$ cat src/rtl/dmc_pkg.sv
package dmc_pkg;
  localparam int BYTE_W    = 8;
  localparam int BIT_CNT_W = $clog2(BYTE_W);
  localparam int RATE_W    = 4;
  localparam int PERIOD_W  = 9;

  // Shift-tick period, in clocks, for each rate index
  function automatic logic [PERIOD_W-1:0] rate_period(input logic [RATE_W-1:0] idx);
    logic [PERIOD_W-1:0] p;
    case (idx)
      4'd0:    p = 9'd428;
      4'd1:    p = 9'd380;
      4'd2:    p = 9'd340;
      4'd3:    p = 9'd320;
      4'd4:    p = 9'd286;
      4'd5:    p = 9'd254;
      4'd6:    p = 9'd226;
      4'd7:    p = 9'd214;
      4'd8:    p = 9'd190;
      4'd9:    p = 9'd160;
      4'd10:   p = 9'd142;
      4'd11:   p = 9'd128;
      4'd12:   p = 9'd106;
      4'd13:   p = 9'd84;
      4'd14:   p = 9'd72;
      default: p = 9'd54;
    endcase
    return p;
  endfunction
endpackage

$ cat src/rtl/dmc_rate_div.sv
module dmc_rate_div
  import dmc_pkg::*;
(
  input  logic              clk,
  input  logic              rst_n,
  input  logic [RATE_W-1:0] rate_sel,
  output logic              shift_tick
);
  localparam logic [PERIOD_W-1:0] ONE = PERIOD_W'(1);

  logic [PERIOD_W-1:0] cnt_q, cnt_d;

  assign shift_tick = (cnt_q == '0);

  always_comb begin
    if (shift_tick) cnt_d = rate_period(rate_sel) - ONE;
    else            cnt_d = cnt_q - ONE;
  end

  always_ff @(posedge clk or negedge rst_n) begin
    if (!rst_n) cnt_q <= '0;
    else        cnt_q <= cnt_d;
  end

  AST_TICK_SPACED: assert property (@(posedge clk) disable iff (!rst_n)
    shift_tick |=> !shift_tick);
endmodule

$ cat src/rtl/dmc_fetch.sv
module dmc_fetch
  import dmc_pkg::*;
#(
  parameter int ADDR_W  = 16,
  parameter int COUNT_W = 12
) (
  input  logic               clk,
  input  logic               rst_n,
  input  logic               start,
  input  logic [ADDR_W-1:0]  start_addr,
  input  logic [COUNT_W-1:0] start_count,
  input  logic               take,
  input  logic               dma_ack,
  input  logic [BYTE_W-1:0]  dma_data,
  output logic               dma_req,
  output logic [ADDR_W-1:0]  dma_addr,
  output logic [BYTE_W-1:0]  buf_data,
  output logic               buf_full
);
  localparam logic [ADDR_W-1:0]  ADDR_LAST = '1;
  localparam logic [ADDR_W-1:0]  WRAP_TO   = {1'b1, {(ADDR_W-1){1'b0}}};
  localparam logic [ADDR_W-1:0]  ADDR_ONE  = ADDR_W'(1);
  localparam logic [COUNT_W-1:0] CNT_ONE   = COUNT_W'(1);

  logic [ADDR_W-1:0]  addr_q, addr_d;
  logic [COUNT_W-1:0] left_q, left_d;
  logic [BYTE_W-1:0]  buf_q, buf_d;
  logic               full_q, full_d;
  logic               grab;

  assign dma_req  = !full_q && (left_q != '0);
  assign grab     = dma_req && dma_ack;
  assign dma_addr = addr_q;
  assign buf_data = buf_q;
  assign buf_full = full_q;

  always_comb begin
    addr_d = addr_q;
    left_d = left_q;
    buf_d  = buf_q;
    full_d = full_q;
    if (grab) begin
      buf_d  = dma_data;
      full_d = 1'b1;
      addr_d = (addr_q == ADDR_LAST) ? WRAP_TO : addr_q + ADDR_ONE;
      left_d = left_q - CNT_ONE;
    end
    if (take) full_d = 1'b0;
    if (start) begin
      addr_d = start_addr;
      left_d = start_count;
    end
  end

  always_ff @(posedge clk or negedge rst_n) begin
    if (!rst_n) begin
      addr_q <= '0;
      left_q <= '0;
      buf_q  <= '0;
      full_q <= 1'b0;
    end else begin
      addr_q <= addr_d;
      left_q <= left_d;
      if (grab) buf_q <= buf_d;
      full_q <= full_d;
    end
  end

  AST_ADDR_WRAP: assert property (@(posedge clk) disable iff (!rst_n)
    (grab && !start && addr_q == ADDR_LAST) |=> (dma_addr == WRAP_TO));
  AST_COUNT_STEP: assert property (@(posedge clk) disable iff (!rst_n)
    (grab && !start) |=> (left_q == $past(left_q) - CNT_ONE));
  AST_IDLE_WHEN_DONE: assert property (@(posedge clk) disable iff (!rst_n)
    (left_q == '0 && !start) |=> !dma_req);
  AST_HOLD_AFTER_GRAB: assert property (@(posedge clk) disable iff (!rst_n)
    grab |=> (buf_full && !dma_req));
  AST_TAKE_EMPTIES: assert property (@(posedge clk) disable iff (!rst_n)
    take |=> !buf_full);
endmodule

$ cat src/rtl/dmc_output.sv
module dmc_output
  import dmc_pkg::*;
#(
  parameter int LEVEL_W = 7
) (
  input  logic               clk,
  input  logic               rst_n,
  input  logic               shift_tick,
  input  logic               buf_full,
  input  logic [BYTE_W-1:0]  buf_data,
  input  logic               level_we,
  input  logic [LEVEL_W-1:0] level_din,
  output logic               take,
  output logic [LEVEL_W-1:0] level
);
  localparam logic [LEVEL_W-1:0]   LVL_MAX  = '1;
  localparam logic [LEVEL_W-1:0]   STEP     = LEVEL_W'(2);
  localparam logic [BIT_CNT_W-1:0] BIT_LAST = BIT_CNT_W'(BYTE_W-1);
  localparam logic [BIT_CNT_W-1:0] BIT_ONE  = BIT_CNT_W'(1);

  logic [BYTE_W-1:0]    sh_q, sh_d;
  logic [BIT_CNT_W-1:0] bit_q, bit_d;
  logic                 silent_q, silent_d;
  logic [LEVEL_W-1:0]   lvl_q, lvl_d;
  logic                 cycle_tick;

  assign cycle_tick = shift_tick && (bit_q == '0);
  assign take       = cycle_tick && buf_full;
  assign level      = lvl_q;

  always_comb begin
    sh_d     = sh_q;
    bit_d    = bit_q;
    silent_d = silent_q;
    lvl_d    = lvl_q;
    if (shift_tick) begin
      if (!silent_q) begin
        if (sh_q[0]) begin
          if (lvl_q <= LVL_MAX - STEP) lvl_d = lvl_q + STEP;
        end else begin
          if (lvl_q >= STEP) lvl_d = lvl_q - STEP;
        end
      end
      sh_d = sh_q >> 1;
      if (bit_q == '0) begin
        bit_d = BIT_LAST;
        if (buf_full) begin
          sh_d     = buf_data;
          silent_d = 1'b0;
        end else begin
          silent_d = 1'b1;
        end
      end else begin
        bit_d = bit_q - BIT_ONE;
      end
    end
    if (level_we) lvl_d = level_din;
  end

  always_ff @(posedge clk or negedge rst_n) begin
    if (!rst_n) begin
      sh_q     <= '0;
      bit_q    <= '0;
      silent_q <= 1'b1;
      lvl_q    <= '0;
    end else begin
      if (shift_tick) begin
        sh_q     <= sh_d;
        bit_q    <= bit_d;
        silent_q <= silent_d;
      end
      lvl_q <= lvl_d;
    end
  end

  AST_STEP_SIZE: assert property (@(posedge clk) disable iff (!rst_n)
    !level_we |=> (lvl_q == $past(lvl_q) || lvl_q == $past(lvl_q) + STEP ||
                   lvl_q == $past(lvl_q) - STEP));
  AST_NO_OVERFLOW: assert property (@(posedge clk) disable iff (!rst_n)
    (!level_we && lvl_q > LVL_MAX - STEP) |=> (lvl_q > LVL_MAX - STEP - STEP));
  AST_NO_UNDERFLOW: assert property (@(posedge clk) disable iff (!rst_n)
    (!level_we && lvl_q < STEP) |=> (lvl_q < STEP + STEP));
  AST_SILENT_HOLD: assert property (@(posedge clk) disable iff (!rst_n)
    (silent_q && !level_we) |=> $stable(lvl_q));
  AST_LOAD_WINS: assert property (@(posedge clk) disable iff (!rst_n)
    level_we |=> (lvl_q == $past(level_din)));
endmodule

$ cat src/rtl/dmc_channel.sv
module dmc_channel
  import dmc_pkg::*;
#(
  parameter int ADDR_W  = 16,
  parameter int COUNT_W = 12,
  parameter int LEVEL_W = 7
) (
  input  logic               clk,
  input  logic               rst_n,
  input  logic               play_start,
  input  logic [ADDR_W-1:0]  play_addr,
  input  logic [COUNT_W-1:0] play_len,
  input  logic [RATE_W-1:0]  rate_sel,
  input  logic               level_we,
  input  logic [LEVEL_W-1:0] level_din,
  output logic               dma_req,
  output logic [ADDR_W-1:0]  dma_addr,
  input  logic               dma_ack,
  input  logic [BYTE_W-1:0]  dma_data,
  output logic [LEVEL_W-1:0] level
);
  logic [1:0]        rst_pipe_q;
  logic              rst_n_int;
  logic              shift_tick;
  logic              take;
  logic              buf_full;
  logic [BYTE_W-1:0] buf_data;

  // Reset asserts at once and is released two clocks later
  always_ff @(posedge clk or negedge rst_n) begin
    if (!rst_n) rst_pipe_q <= '0;
    else        rst_pipe_q <= {rst_pipe_q[0], 1'b1};
  end
  assign rst_n_int = rst_pipe_q[1];

  dmc_rate_div u_div (
    .clk        (clk),
    .rst_n      (rst_n_int),
    .rate_sel   (rate_sel),
    .shift_tick (shift_tick)
  );

  dmc_fetch #(.ADDR_W(ADDR_W), .COUNT_W(COUNT_W)) u_fetch (
    .clk         (clk),
    .rst_n       (rst_n_int),
    .start       (play_start),
    .start_addr  (play_addr),
    .start_count (play_len),
    .take        (take),
    .dma_ack     (dma_ack),
    .dma_data    (dma_data),
    .dma_req     (dma_req),
    .dma_addr    (dma_addr),
    .buf_data    (buf_data),
    .buf_full    (buf_full)
  );

  dmc_output #(.LEVEL_W(LEVEL_W)) u_out (
    .clk        (clk),
    .rst_n      (rst_n_int),
    .shift_tick (shift_tick),
    .buf_full   (buf_full),
    .buf_data   (buf_data),
    .level_we   (level_we),
    .level_din  (level_din),
    .take       (take),
    .level      (level)
  );
endmodule

$ cat config.mk
export PLATFORM = sky130hd
export DESIGN_NAME = dmc_channel
export DESIGN_NICKNAME = d
export VERILOG_FILES = /design/src/rtl/dmc_pkg.sv /design/src/rtl/dmc_rate_div.sv /design/src/rtl/dmc_fetch.sv /design/src/rtl/dmc_output.sv /design/src/rtl/dmc_channel.sv
export SDC_FILE = /design/constraint.sdc
export NUM_CORES = 1
export LEC_CHECK = 0
export ABC_CLOCK_PERIOD_IN_PS = 1900
export CAP_MARGIN = 10
export CORE_ASPECT_RATIO = 0.7
export CORE_MARGIN = 2
export CORE_UTILIZATION = 33
export DETAILED_ROUTE_END_ITERATION = 8
export GPL_TIMING_DRIVEN = 0
export PLACE_DENSITY_LB_ADDON = 0.12
export SLEW_MARGIN = 20
export SYNTH_ARGS = -nofsm -noshare
export SYNTH_HDL_FRONTEND = slang
export SYNTH_SLANG_ARGS = --single-unit
$ cat constraint.sdc
create_clock -name clk -period 1.9 [get_ports clk]
set_input_delay 0.57 -clock clk [delete_from_list [all_inputs] [get_ports clk]]
set_output_delay 0.57 -clock clk [all_outputs]
set_load 0.1 [all_outputs]
Word-level counts from Yosys, hierarchy flattened. Memories as Yosys holds them, arrays and structs flattened. Index checks and enable logic that the tools add are counted.

Memories: 1. Word-level logic and storage cells: 56. Memory bits (read-only): 128. Register bits after elaboration: 67. RAM bits: 0. Bits in latches: 0.

Memories: (name not given) (depth 16, bits a word 8, read ports 1, clocked after Yosys merged registers in 0, write ports 0, RTL line dmc_pkg.sv:10) `case (idx)`.

Bitwise logic cells: 0. Magnitude comparators: 2. Reductions and logical operators: 14. $add $sub $neg: 7. Equality and inequality tests: 3. Multiply operators: 0. Divide/modulo/power cells: 0. Shift operators: 0. Mux-type cells: 19.

Operator list (count): $mux W16 (3); $mux W7 (6); $mux W12 (2); $mux W9 (2); $sub A9 B1 Y9 const B (2); $add A16 B1 Y16 const B (1); $eq A16 B16 Y1 const B (1); $mux W8 (2); $reduce_bool A12 Y1 (1); $sub A12 B1 Y12 const B (1); $logic_not A9 Y1 (1); $add A7 B2 Y7 const B (1); $ge A7 B2 Y1 const B (1); $le A7 B7 Y1 const B (1); $sub A7 B2 Y7 const B (1); $reduce_bool A2 Y1 (3); $logic_and A1 B1 Y1 (4); $reduce_and A4 Y1 (1); $logic_not A3 Y1 (1); $mux W1 (3); $mux W3 (1); $ne A3 B3 Y1 const B (1); $reduce_bool A3 Y1 (1); $sub A3 B1 Y3 const B (1); other kinds (3) (3).

Longest topological paths before layout. Gate-level depths: netlist of run 1.

Depth after elaboration: 6. Gate-level depth with buffers: 10.

By module. From an unflattened synthesis of run 1, not the netlist that was laid out.

Cell total of the unflattened synthesis: 439. Area, all modules: 4043.9 um^2.

By module, submodules not included: dmc_fetch (sequential area each 925.9 um^2, cells an instance 231, times used 1, area each 2052.0 um^2); dmc_output (sequential area each 476.7 um^2, cells an instance 118, times used 1, area each 1164.9 um^2); dmc_rate_div (sequential area each 225.2 um^2, cells an instance 87, times used 1, area each 773.2 um^2); dmc_channel (sequential area each 50.0 um^2, cells an instance 3, times used 1, area each 53.8 um^2).

Worst setup path before layout of run 1. OpenSTA, ideal clock, no wires.

Kind: register to output. Start: reg u_fetch.left_q[0]. End: out dma_req. Arrival time: 2164 ps. Required time: 1330 ps. Slack: -834 ps. Path buffers: 0. Cell stages (with the launch flop): 6. Path through: dfrtp_1 inv_1 ha_1 or3b_2 nor3_1 nor2_1.

Cells in the longest elaborated chain, start to end: 2.

Ends and longest elaborated chain: start, declared (RTL line dmc_fetch.sv:26) `logic [COUNT_W-1:0] left_q, left_d;`; start signal, assigned (RTL line dmc_fetch.sv:63) `left_q <= left_d;`; $reduce_bool A12 Y1 (RTL line dmc_fetch.sv:31) `assign dma_req = !full_q && (left_q != '0);`; $logic_and A1 B1 Y1 (RTL line dmc_fetch.sv:31); end, declared (RTL line dmc_channel.sv:16) `output logic dma_req,`.

No other way between the ends.

Worst setup path in the final report of run 1.
Start: reg u_fetch.left_q[1]. End: out dma_req.

Same word-level chain as after synthesis.

==> results.sh, run 1 <==
export IMPL_status="finished with violations"
export IMPL_violations="setup timing"
export IMPL_die_area_mm2=0.01285
export IMPL_critPathLaunch="u_fetch.left_q[1]"
export IMPL_r2r_start="u_fetch.left_q[1]"
export IMPL_drcViolationCount=0
export IMPL_end_kind="output pin"
export IMPL_grt_usage=0.1901
export IMPL_io_buffers=73
export IMPL_grt_pass1_vias=3654
export IMPL_dpl_worst_slack_ps=-1042
export IMPL_grt_max_degree=48
export IMPL_synth_cell_types=61
export IMPL_ant_nets=0
export IMPL_hold_path_class="flop to asynchronous set/reset pin"
export IMPL_tns_ps=-6983
export IMPL_clock_path_buffers=2
export IMPL_clkSinkCount=67
export IMPL_io_pins=76
export IMPL_vias_per_cell=5.023
export IMPL_htree_levels=3
export IMPL_insertedDiodeCount=0
export IMPL_crit_path_start_kind="flop"
export IMPL_core_mm2=0.01169
export IMPL_synth_nets=500
export IMPL_post_route_period_util=1.248
export IMPL_area_growth_pct=58.74
export IMPL_ys_async_sr_fraction=1.000
export IMPL_initial_core_util=0.3374
export IMPL_worstMarginPinSlew_ps=596.3
export IMPL_synth_area_per_cell_um2=9.126
export IMPL_cts_tree="built"
export IMPL_drive_gt1_frac=0.4112
export IMPL_grt_overflow_total=0
export IMPL_yosysTopAreaCell="dfrtp_1"
export IMPL_design_area_mm2=0.006259
export IMPL_syn_cell_area_mm2=0.003943
export IMPL_ir_drop_v=0.0005928
export IMPL_vias=3647
export IMPL_synth_ff_type="dfrtp_1"
export IMPL_skew_ps=7.542
export IMPL_setup_viol=49
export IMPL_clkLatencyLatePin_ps=340
export IMPL_wire_per_inst_um=16.05
export IMPL_postSynthCellCount=432
export IMPL_hold_viol=0
export IMPL_timing_slew_headroom=0.5988
export IMPL_place_area_mm2=0.005169
export IMPL_yosysWarnings=0
export IMPL_grt_setup_unrepaired="true"
export IMPL_dieHeight_um=95.45
export IMPL_leakage_nw=2.567
export IMPL_first_pass_iters=4
export IMPL_cts_root_buf="clkbuf_16"
export IMPL_period_minus_slack_ps=2370
export IMPL_numCtsBuffers=9
export IMPL_drt_iter0_drc=258
export IMPL_reg2reg_depth=9
export IMPL_die_w_um=134.6
export IMPL_dpl_cell_count=663
export IMPL_synth_edf_count=0
export IMPL_path_class="flop to output pin"
export IMPL_slew_violations=0
export IMPL_drt_total_wl_um=11650
export IMPL_hold_buffers=0
export IMPL_setup_slack_ps=-470.3
export IMPL_grt_pass1_wl_um=18920
export IMPL_cp_max_fo=2
export IMPL_worstPathRequired_ps=1330
export IMPL_num_rows=33
export IMPL_synth_top_area_share=0.4189
export IMPL_gp_congestion=0.8532
export IMPL_crit_arrival_ps=1800
export IMPL_ys_ff_latch=67
export IMPL_place_hpwl_um=7856
export IMPL_clk_pin_slew_ps=60
export IMPL_synth_area_top_cells="dfrtp_1 (42%), nand2_1 (7.6%), ha_1 (5.1%)"
export IMPL_fin_cells=726
export IMPL_cap_violations=0
export IMPL_powerDensity_mw_per_mm2=911.4
export IMPL_layout_nets=632
export IMPL_seq_area_frac_synth=0.4256
export IMPL_fmax_ghz=0.4219
export IMPL_antenna_found_initial=0
[cell usage in the layout, fill, tap and decap left out, types with 6 or more instances in the layout]
cell type and n:
dfrtp_4 16, or4_4 7, xnor2_1 12, nor2_1 16, a21oi_1 7, o21ai_1 27
o21ai_2 8, nand2_1 58, xor2_1 17, dfrtp_1 42, ha_1 10, buf_2 16
clkbuf_16 9, nor3_1 7, clkbuf_1 10, nand2_2 15, mux2i_1 10, nand2_4 6
buf_6 17, inv_1 11, clkdlybuf4s50_1 46, nand4_1 11, clkbuf_8 6, a21oi_2 7
buf_4 34, dfrtp_2 8
[cell families after synthesis]
logic type	Yosys count	synth area share
simple gates	178	0.2228
compound gates	87	0.1450
flops	67	0.4256
buf+inv	37	0.04348
xor+xnor	31	0.06887
fa+ha+maj	16	0.05078
mux	15	0.04253
other cells	1	0.0009512
[Yosys cell counts, types with 7 or more instances]
| master | n |
|---|---|
| xor2_1 | 17 |
| nor3_1 | 10 |
| ha_1 | 16 |
| dfrtp_1 | 66 |
| nand2_1 | 80 |
| nand3_1 | 10 |
| a21oi_1 | 14 |
| mux2i_1 | 10 |
| o21ai_0 | 33 |
| nand4_1 | 11 |
| clkbuf_1 | 13 |
| xnor2_1 | 14 |
| nor4_1 | 7 |
| nor2_1 | 26 |
| inv_1 | 16 |
[final timing paths]
check                                      endpoint  slack, ps
worst max register to register  u_fetch.dma_addr[9]       -310
min in group clk                      rst_pipe_q[1]        350
max in group asynchronous            u_out.silent_q       1100
worst max-delay path                        dma_req       -470
worst min-delay path            u_fetch.dma_addr[6]        210
worst min register to register  u_fetch.dma_addr[6]        210
[where the power goes]
group	internal [W]	switching, W
registers	0.00172	0.000285
logic	0.000805	0.00117
clock network	0.00112	0.000604
total	0.00365	0.00206
[through the flow]
step / power (W) / hold slack (ps) / util
after floorplan: 0.003119 / 274.4 / -
after global placement: 0.003549 / 338.8 / 0.4398
after detailed placement: 0.003611 / 229.3 / 0.4423
after CTS: 0.005636 / 230.1 / 0.5203
after global routing: 0.005990 / 245.9 / 0.5356
final: 0.005704 / 213.2 / 0.5356
[routing by layer]
layer	wire, um	vias to the layer above	global-route usage
met5	0	-	0
met4	115	0	0.05088
met3	484	14	0.04466
met2	5120	65	0.2855
met1	5934	1770	0.2740
li1	-	1798	-
[area by class of cell]
| class | instances | area, um^2 |
|---|---|---|
| Fill cell | 1028 | 5426 |
| Timing Repair Buffer | 124 | 1180 |
| Clock buffer | 14 | 274.0 |
| Multi-Input combinational cell | 329 | 2625 |
| Buffer | 17 | 136.4 |
| Sequential cell | 67 | 1748 |
| Clock inverter | 2 | 35.03 |
| Inverter | 16 | 63.81 |
| Tap cell | 157 | 196.4 |
[repair_timing]
action	CTS	global route
gates resized for setup	221	53
buffers inserted	41	12
cloned	5	0
pin swaps	46	42
setup endpoints to repair	83	72
[flip-flops by register name (all words and copies together), names as in the netlist]
register          cells
u_out.sh_q            8
u_fetch.left_q       12
rst_pipe_q            2
u_fetch.buf_data      8
u_fetch.dma_addr     16
u_out.silent_q        1
u_out.level           7
u_div.cnt_q           9
u_out.bit_q           3
u_fetch.buf_full      1
[critical path, cell delays in order (launching register included)]
cell	delay, ps
dfrtp_1	400
inv_2	90
ha_4	140
or3b_4	390
nor3_4	180
nor2_4	70
buf_12	190
Power figures use the tool's default switching activity.
==> run 2: changes to the inputs <==
--- a/config.mk
+++ b/config.mk
@@ -12,6 +12,7 @@
 export CORE_UTILIZATION = 33
 export DETAILED_ROUTE_END_ITERATION = 8
 export GPL_TIMING_DRIVEN = 0
+export MAX_ROUTING_LAYER = met4
 export PLACE_DENSITY_LB_ADDON = 0.12
 export SLEW_MARGIN = 20
 export SYNTH_ARGS = -nofsm -noshare
==> run 2 against run 1 <==
The flow still finishes with violations (setup timing). Routed wire length hardly changed. Clock-buffer cell count unchanged. Combinational power hardly changed. Power is essentially flat.
==> results.sh, run 2 (same netlist as run 1, synthesis figures left out) <==
export IMPL_cp_max_fo=2
export IMPL_setup_viol=50
export IMPL_nFillCells=1028
export IMPL_period_minus_slack_ps=2375
export IMPL_grt_setup_unrepaired="true"
export IMPL_powerDensity_mw_per_mm2=912.3
export IMPL_antenna_found_initial=0
export IMPL_core_mm2=0.01169
export IMPL_drt_total_wl_um=11650
export IMPL_grt_pass1_wl_um=18960
export IMPL_seq_area_mm2=0.001748
export IMPL_hold_viol=0
export IMPL_area_growth_pct=58.74
export IMPL_crit_arrival_ps=1800
export IMPL_drcViolationCount=0
export IMPL_hold_path_class="flop to asynchronous set/reset pin"
export IMPL_clkSinkCount=67
export IMPL_first_pass_iters=4
export IMPL_wire_per_inst_um=16.04
export IMPL_post_route_period_util=1.250
export IMPL_grt_max_degree=48
export IMPL_crit_path_start_kind="flop"
export IMPL_io_pins=76
export IMPL_die_area_mm2=0.01285
export IMPL_design_area_mm2=0.006259
export IMPL_setup_slack_ps=-474.6
export IMPL_timing_slew_headroom=0.5959
export IMPL_status="finished with violations"
export IMPL_clk_pin_slew_ps=60
export IMPL_htree_levels=3
export IMPL_total_power_w=0.005710
export IMPL_gp_congestion=0.8667
export IMPL_layout_nets=632
export IMPL_hold_buffers=0
export IMPL_crit_family="simple AND/OR/NAND/NOR gates"
export IMPL_cap_violations=0
export IMPL_r2r_start="u_fetch.left_q[1]"
export IMPL_dieHeight_um=95.45
export IMPL_worstMarginPinSlew_ps=600.6
export IMPL_violations="setup timing"
export IMPL_critPathLaunch="u_fetch.left_q[1]"
export IMPL_end_kind="output pin"
export IMPL_insertedDiodeCount=0
export IMPL_drive_gt1_frac=0.4112
export IMPL_crit_chain="inv_2, ha_4, or3b_4, nor3_4, nor2_4, buf_12"
export IMPL_ff2ff_setup_slack_ps=-310
export IMPL_drt_iter0_drc=289
export IMPL_final_cell_mix="nand2_1 (58), clkdlybuf4s50_1 (46), dfrtp_1 (42), buf_4 (34), o21ai_1 (27)"
export IMPL_reg2reg_depth=9
export IMPL_grt_overflow_total=0
export IMPL_ir_drop_v=0.0005945
export IMPL_largest_reg_flops=16
export IMPL_grt_usage=0.1960
export IMPL_place_hpwl_um=7856
export IMPL_ant_nets=0
export IMPL_r2r_end="u_fetch.dma_addr[9]"
export IMPL_fmax_ghz=0.4211
export IMPL_multi_input_area_mm2=0.002625
export IMPL_initial_core_util=0.3374
export IMPL_cts_tree="built"
export IMPL_path_class="flop to output pin"
export IMPL_slowest_stage="dfrtp_1"
export IMPL_clock_path_buffers=2
export IMPL_mostFrequentLayoutCell="nand2_1"
export IMPL_grt_pass1_vias=3661
export IMPL_vias=3612
export IMPL_cpPeakStageDelay_ps=400
export IMPL_slew_violations=0
export IMPL_io_buffers=73
export IMPL_cts_root_buf="clkbuf_16"
export IMPL_numCtsBuffers=9
export IMPL_vias_per_cell=4.975
export IMPL_skew_ps=9.209
export IMPL_place_area_mm2=0.005169
export IMPL_die_w_um=134.6
export IMPL_num_rows=33
export IMPL_clkLatencyLatePin_ps=340
export IMPL_worstPathRequired_ps=1330
export IMPL_leakage_nw=2.567
export IMPL_critPathBufInv=2
run 2: cell counts in the layout (fill, tap and decap cells not counted):
Identical to the previous run, type by type.
run 2: area by class of cell:
class,instances,area share
clock buffer,14,0.04378
inverter,16,0.01020
clock inverter,2,0.005598
timing repair buffer,124,0.1885
buffer,17,0.02179
sequential,67,0.2793
tap,157,0.03139
multi-input combinational,329,0.4194
run 2: worst register-to-register path: stages, from the launching register on:
cell and delay, ps:
dfrtp_1 400, inv_2 90, ha_4 140, or3b_4 390, buf_6 140, o31a_1 340
buf_4 160, nor2_4 230, a21oi_2 50, o221ai_1 180
run 2: per-layer routing:
layer  share of wire  track usage
met1            0.51       0.2747
met2            0.44       0.2855
met3           0.041      0.04466
met4           0.012      0.05088
met5               0            -
run 2: stage by stage:
| step | std cells | setup TNS [ps] | hold slack [ps] | utilization | setup slack, ps |
|---|---|---|---|---|---|
| 6_report | 726 | -7090 | 212.0 | 0.5356 | -474.6 |
| 5_1_grt | 726 | -12120 | 244.4 | 0.5356 | -526.8 |
| 4_1_cts | 722 | -11930 | 230.1 | 0.5203 | -472.4 |
| 3_5_place_dp | 663 | -27170 | 229.3 | 0.4423 | -1042 |
| 3_3_place_gp | 662 | -25420 | 338.8 | 0.4398 | -1039 |
| 2_1_floorplan | 432 | -308.9 | 274.4 | - | -128.2 |
run 2: how the worst max path moves through the flow:
stage	to	slack (ps)	cells past startpoint
3_5_place_dp	dma_req	-1040	6
4_1_cts	dma_req	-470	4
2_1_floorplan	dma_req	-130	4
5_1_grt	dma_req	-530	6
6_report	dma_req	-470	6
3_3_place_gp	dma_req	-1040	5
run 2: what timing repair did:
item | CTS | global route
pin swaps | 46 | 42
endpoints found under the setup margin | 83 | 72
resized for setup | 221 | 53
gates cloned | 5 | 0
setup buffers | 41 | 12
run 2: power by group:
part	internal [W]	switching [W]	total [W]
clock network	0.00112	0.000607	0.00173
logic	0.000805	0.00117	0.00198
registers	0.00172	0.000285	0.00201
total	0.00365	0.00206	0.00571
==> run 3: changes to the inputs <==
--- a/config.mk
+++ b/config.mk
@@ -14,6 +14,7 @@
 export GPL_TIMING_DRIVEN = 0
 export MAX_ROUTING_LAYER = met4
 export PLACE_DENSITY_LB_ADDON = 0.12
+export SKIP_LAST_GASP = 1
 export SLEW_MARGIN = 20
 export SYNTH_ARGS = -nofsm -noshare
 export SYNTH_HDL_FRONTEND = slang
==> run 3 against run 2 <==
The run still ends with setup timing left. Sequential share of layout area increased by 0.18 points. Maximum frequency increased by 0.42%. Sequential cell count unchanged. Cell area decreased by 0.64%. Worst setup slack improved by 9.8 ps. Clock-buffer cell count unchanged. Global-route usage about the same. Utilization decreased by 0.34 points. First-iteration DRC count decreased by 1.7%.
==> results.sh, run 3 (same netlist as run 1, synthesis figures left out) <==
export IMPL_status="finished with violations"
export IMPL_violations="setup timing"
export IMPL_slowest_stage="or4_4"
export IMPL_area_growth_pct=57.73
export IMPL_design_area_mm2=0.006218
export IMPL_grt_pass1_wl_um=18970
export IMPL_die_w_um=134.6
export IMPL_drt_total_wl_um=11550
export IMPL_grt_max_degree=48
export IMPL_crit_chain="or4_4, nor3_4, nor2_4, buf_12"
export IMPL_crit_path_start_kind="flop"
export IMPL_initial_core_util=0.3374
export IMPL_ff2ff_setup_slack_ps=-310
export IMPL_crit_arrival_ps=1790
export IMPL_clkSinkCount=67
export IMPL_slew_violations=0
export IMPL_setup_slack_ps=-464.7
export IMPL_vias=3617
export IMPL_grt_setup_unrepaired="true"
export IMPL_mostFrequentLayoutCell="nand2_1"
export IMPL_drt_iter0_drc=284
export IMPL_place_hpwl_um=7856
export IMPL_htree_levels=3
export IMPL_drcViolationCount=0
export IMPL_num_rows=33
export IMPL_drive_gt1_frac=0.4028
export IMPL_wire_per_inst_um=15.97
export IMPL_ant_nets=0
export IMPL_ir_drop_v=0.0005956
export IMPL_io_pins=76
export IMPL_clkLatencyLatePin_ps=330
export IMPL_r2r_start="u_fetch.left_q[0]"
export IMPL_fmax_ghz=0.4229
export IMPL_vias_per_cell=5.003
export IMPL_layout_nets=629
export IMPL_cts_tree="built"
export IMPL_tns_ps=-7355
export IMPL_antenna_found_initial=0
export IMPL_setup_viol=50
export IMPL_cp_max_fo=4
export IMPL_core_mm2=0.01169
export IMPL_gp_congestion=0.8667
export IMPL_nFillCells=1033
export IMPL_hold_path_class="flop to asynchronous set/reset pin"
export IMPL_die_area_mm2=0.01285
export IMPL_cts_root_buf="clkbuf_16"
export IMPL_cap_violations=0
export IMPL_grt_overflow_total=0
export IMPL_powerDensity_mw_per_mm2=911.3
export IMPL_period_minus_slack_ps=2365
export IMPL_worstMarginPinSlew_ps=620.3
export IMPL_grt_usage=0.1961
export IMPL_insertedDiodeCount=0
export IMPL_r2r_end="u_fetch.dma_addr[9]"
export IMPL_path_class="flop to output pin"
export IMPL_worstPathRequired_ps=1330
export IMPL_end_kind="output pin"
export IMPL_grt_pass1_vias=3679
export IMPL_reg2reg_depth=9
export IMPL_first_pass_iters=4
export IMPL_hold_viol=0
export IMPL_dieHeight_um=95.45
export IMPL_clock_path_buffers=2
export IMPL_cpPeakStageDelay_ps=560
export IMPL_largest_reg_flops=16
export IMPL_post_route_period_util=1.245
export IMPL_place_area_mm2=0.005169
export IMPL_clk_pin_slew_ps=60
export IMPL_skew_ps=6.376
export IMPL_final_cell_mix="nand2_1 (58), clkdlybuf4s50_1 (46), dfrtp_1 (42), buf_4 (31), o21ai_1 (25)"
export IMPL_timing_slew_headroom=0.5827
export IMPL_io_buffers=73
export IMPL_numCtsBuffers=9
export IMPL_leakage_nw=2.540
==> run 3: cell count changes in the layout (fill, tap and decap cells not counted), moves of 2 or more <==
cell and change:
buf_4 -3, nor2_2 -2, nor2_4 +2, o21ai_0 +3, o21ai_1 -2
==> run 3: where the power goes <==
group          switching (W)  internal (W)  total (W)
Clock               0.000602       0.00112    0.00172
Combinational        0.00116      0.000780    0.00194
Sequential          0.000284       0.00172    0.00200
==> run 3: timing repair <==
| action | 4_1_cts | 5_1_grt |
|---|---|---|
| gates cloned | 5 | 0 |
| setup buffers | 41 | 8 |
| setup endpoints to repair | 83 | 73 |
| hold buffers | 0 | 0 |
| gates resized for setup | 205 | 60 |
| pin swaps | 37 | 39 |
==> run 3: routing by layer <==
layer  track usage  share of wire  routed length [um]
met1        0.2734           0.51                5845
met2        0.2876           0.43                5019
met3       0.04466          0.048                 554
met4       0.05088          0.011                 130
met5             -              0                   0
==> run 3: cell type report <==
class | count | area [um^2] | share of cell area
buffer | 17 | 136.4 | 0.02193
tap | 157 | 196.4 | 0.03159
multi-input combinational | 329 | 2601 | 0.4183
clock buffer | 14 | 274.0 | 0.04406
timing repair buffer | 121 | 1164 | 0.1871
inverter | 16 | 63.81 | 0.01026
clock inverter | 2 | 35.03 | 0.005634
sequential | 67 | 1748 | 0.2811
==> run 3: worst max-delay path: cells and delay by family (launching register included) <==
kind	cells	cell delay, ps
buffers and inverters	1	190
DFF	1	410
and+or+nand+nor	3	860
==> run 3: stage by stage <==
| stage | std cells | power (W) | util | setup slack [ps] | hold slack (ps) |
|---|---|---|---|---|---|
| finish | 723 | 0.005667 | 0.5322 | -464.7 | 213.9 |
| global placement | 662 | 0.003549 | 0.4398 | -1039 | 338.8 |
| CTS | 722 | 0.005630 | 0.5195 | -472.4 | 230.1 |
| global route | 723 | 0.005956 | 0.5322 | -524.6 | 247.3 |
| floorplan | 432 | 0.003119 | - | -128.2 | 274.4 |
| detailed placement | 663 | 0.003611 | 0.4423 | -1042 | 229.3 |
==> run 3: how the worst max path moves through the flow <==
stage                            from       to  slack [ps]  cells after the start
detailed placement  u_fetch.left_q[0]  dma_req       -1040                      6
finish              u_fetch.left_q[4]  dma_req        -460                      4
global route        u_fetch.left_q[1]  dma_req        -520                      6
global placement    u_fetch.left_q[9]  dma_req       -1040                      5
CTS                 u_fetch.left_q[4]  dma_req        -470                      4
floorplan           u_fetch.left_q[9]  dma_req        -130                      4
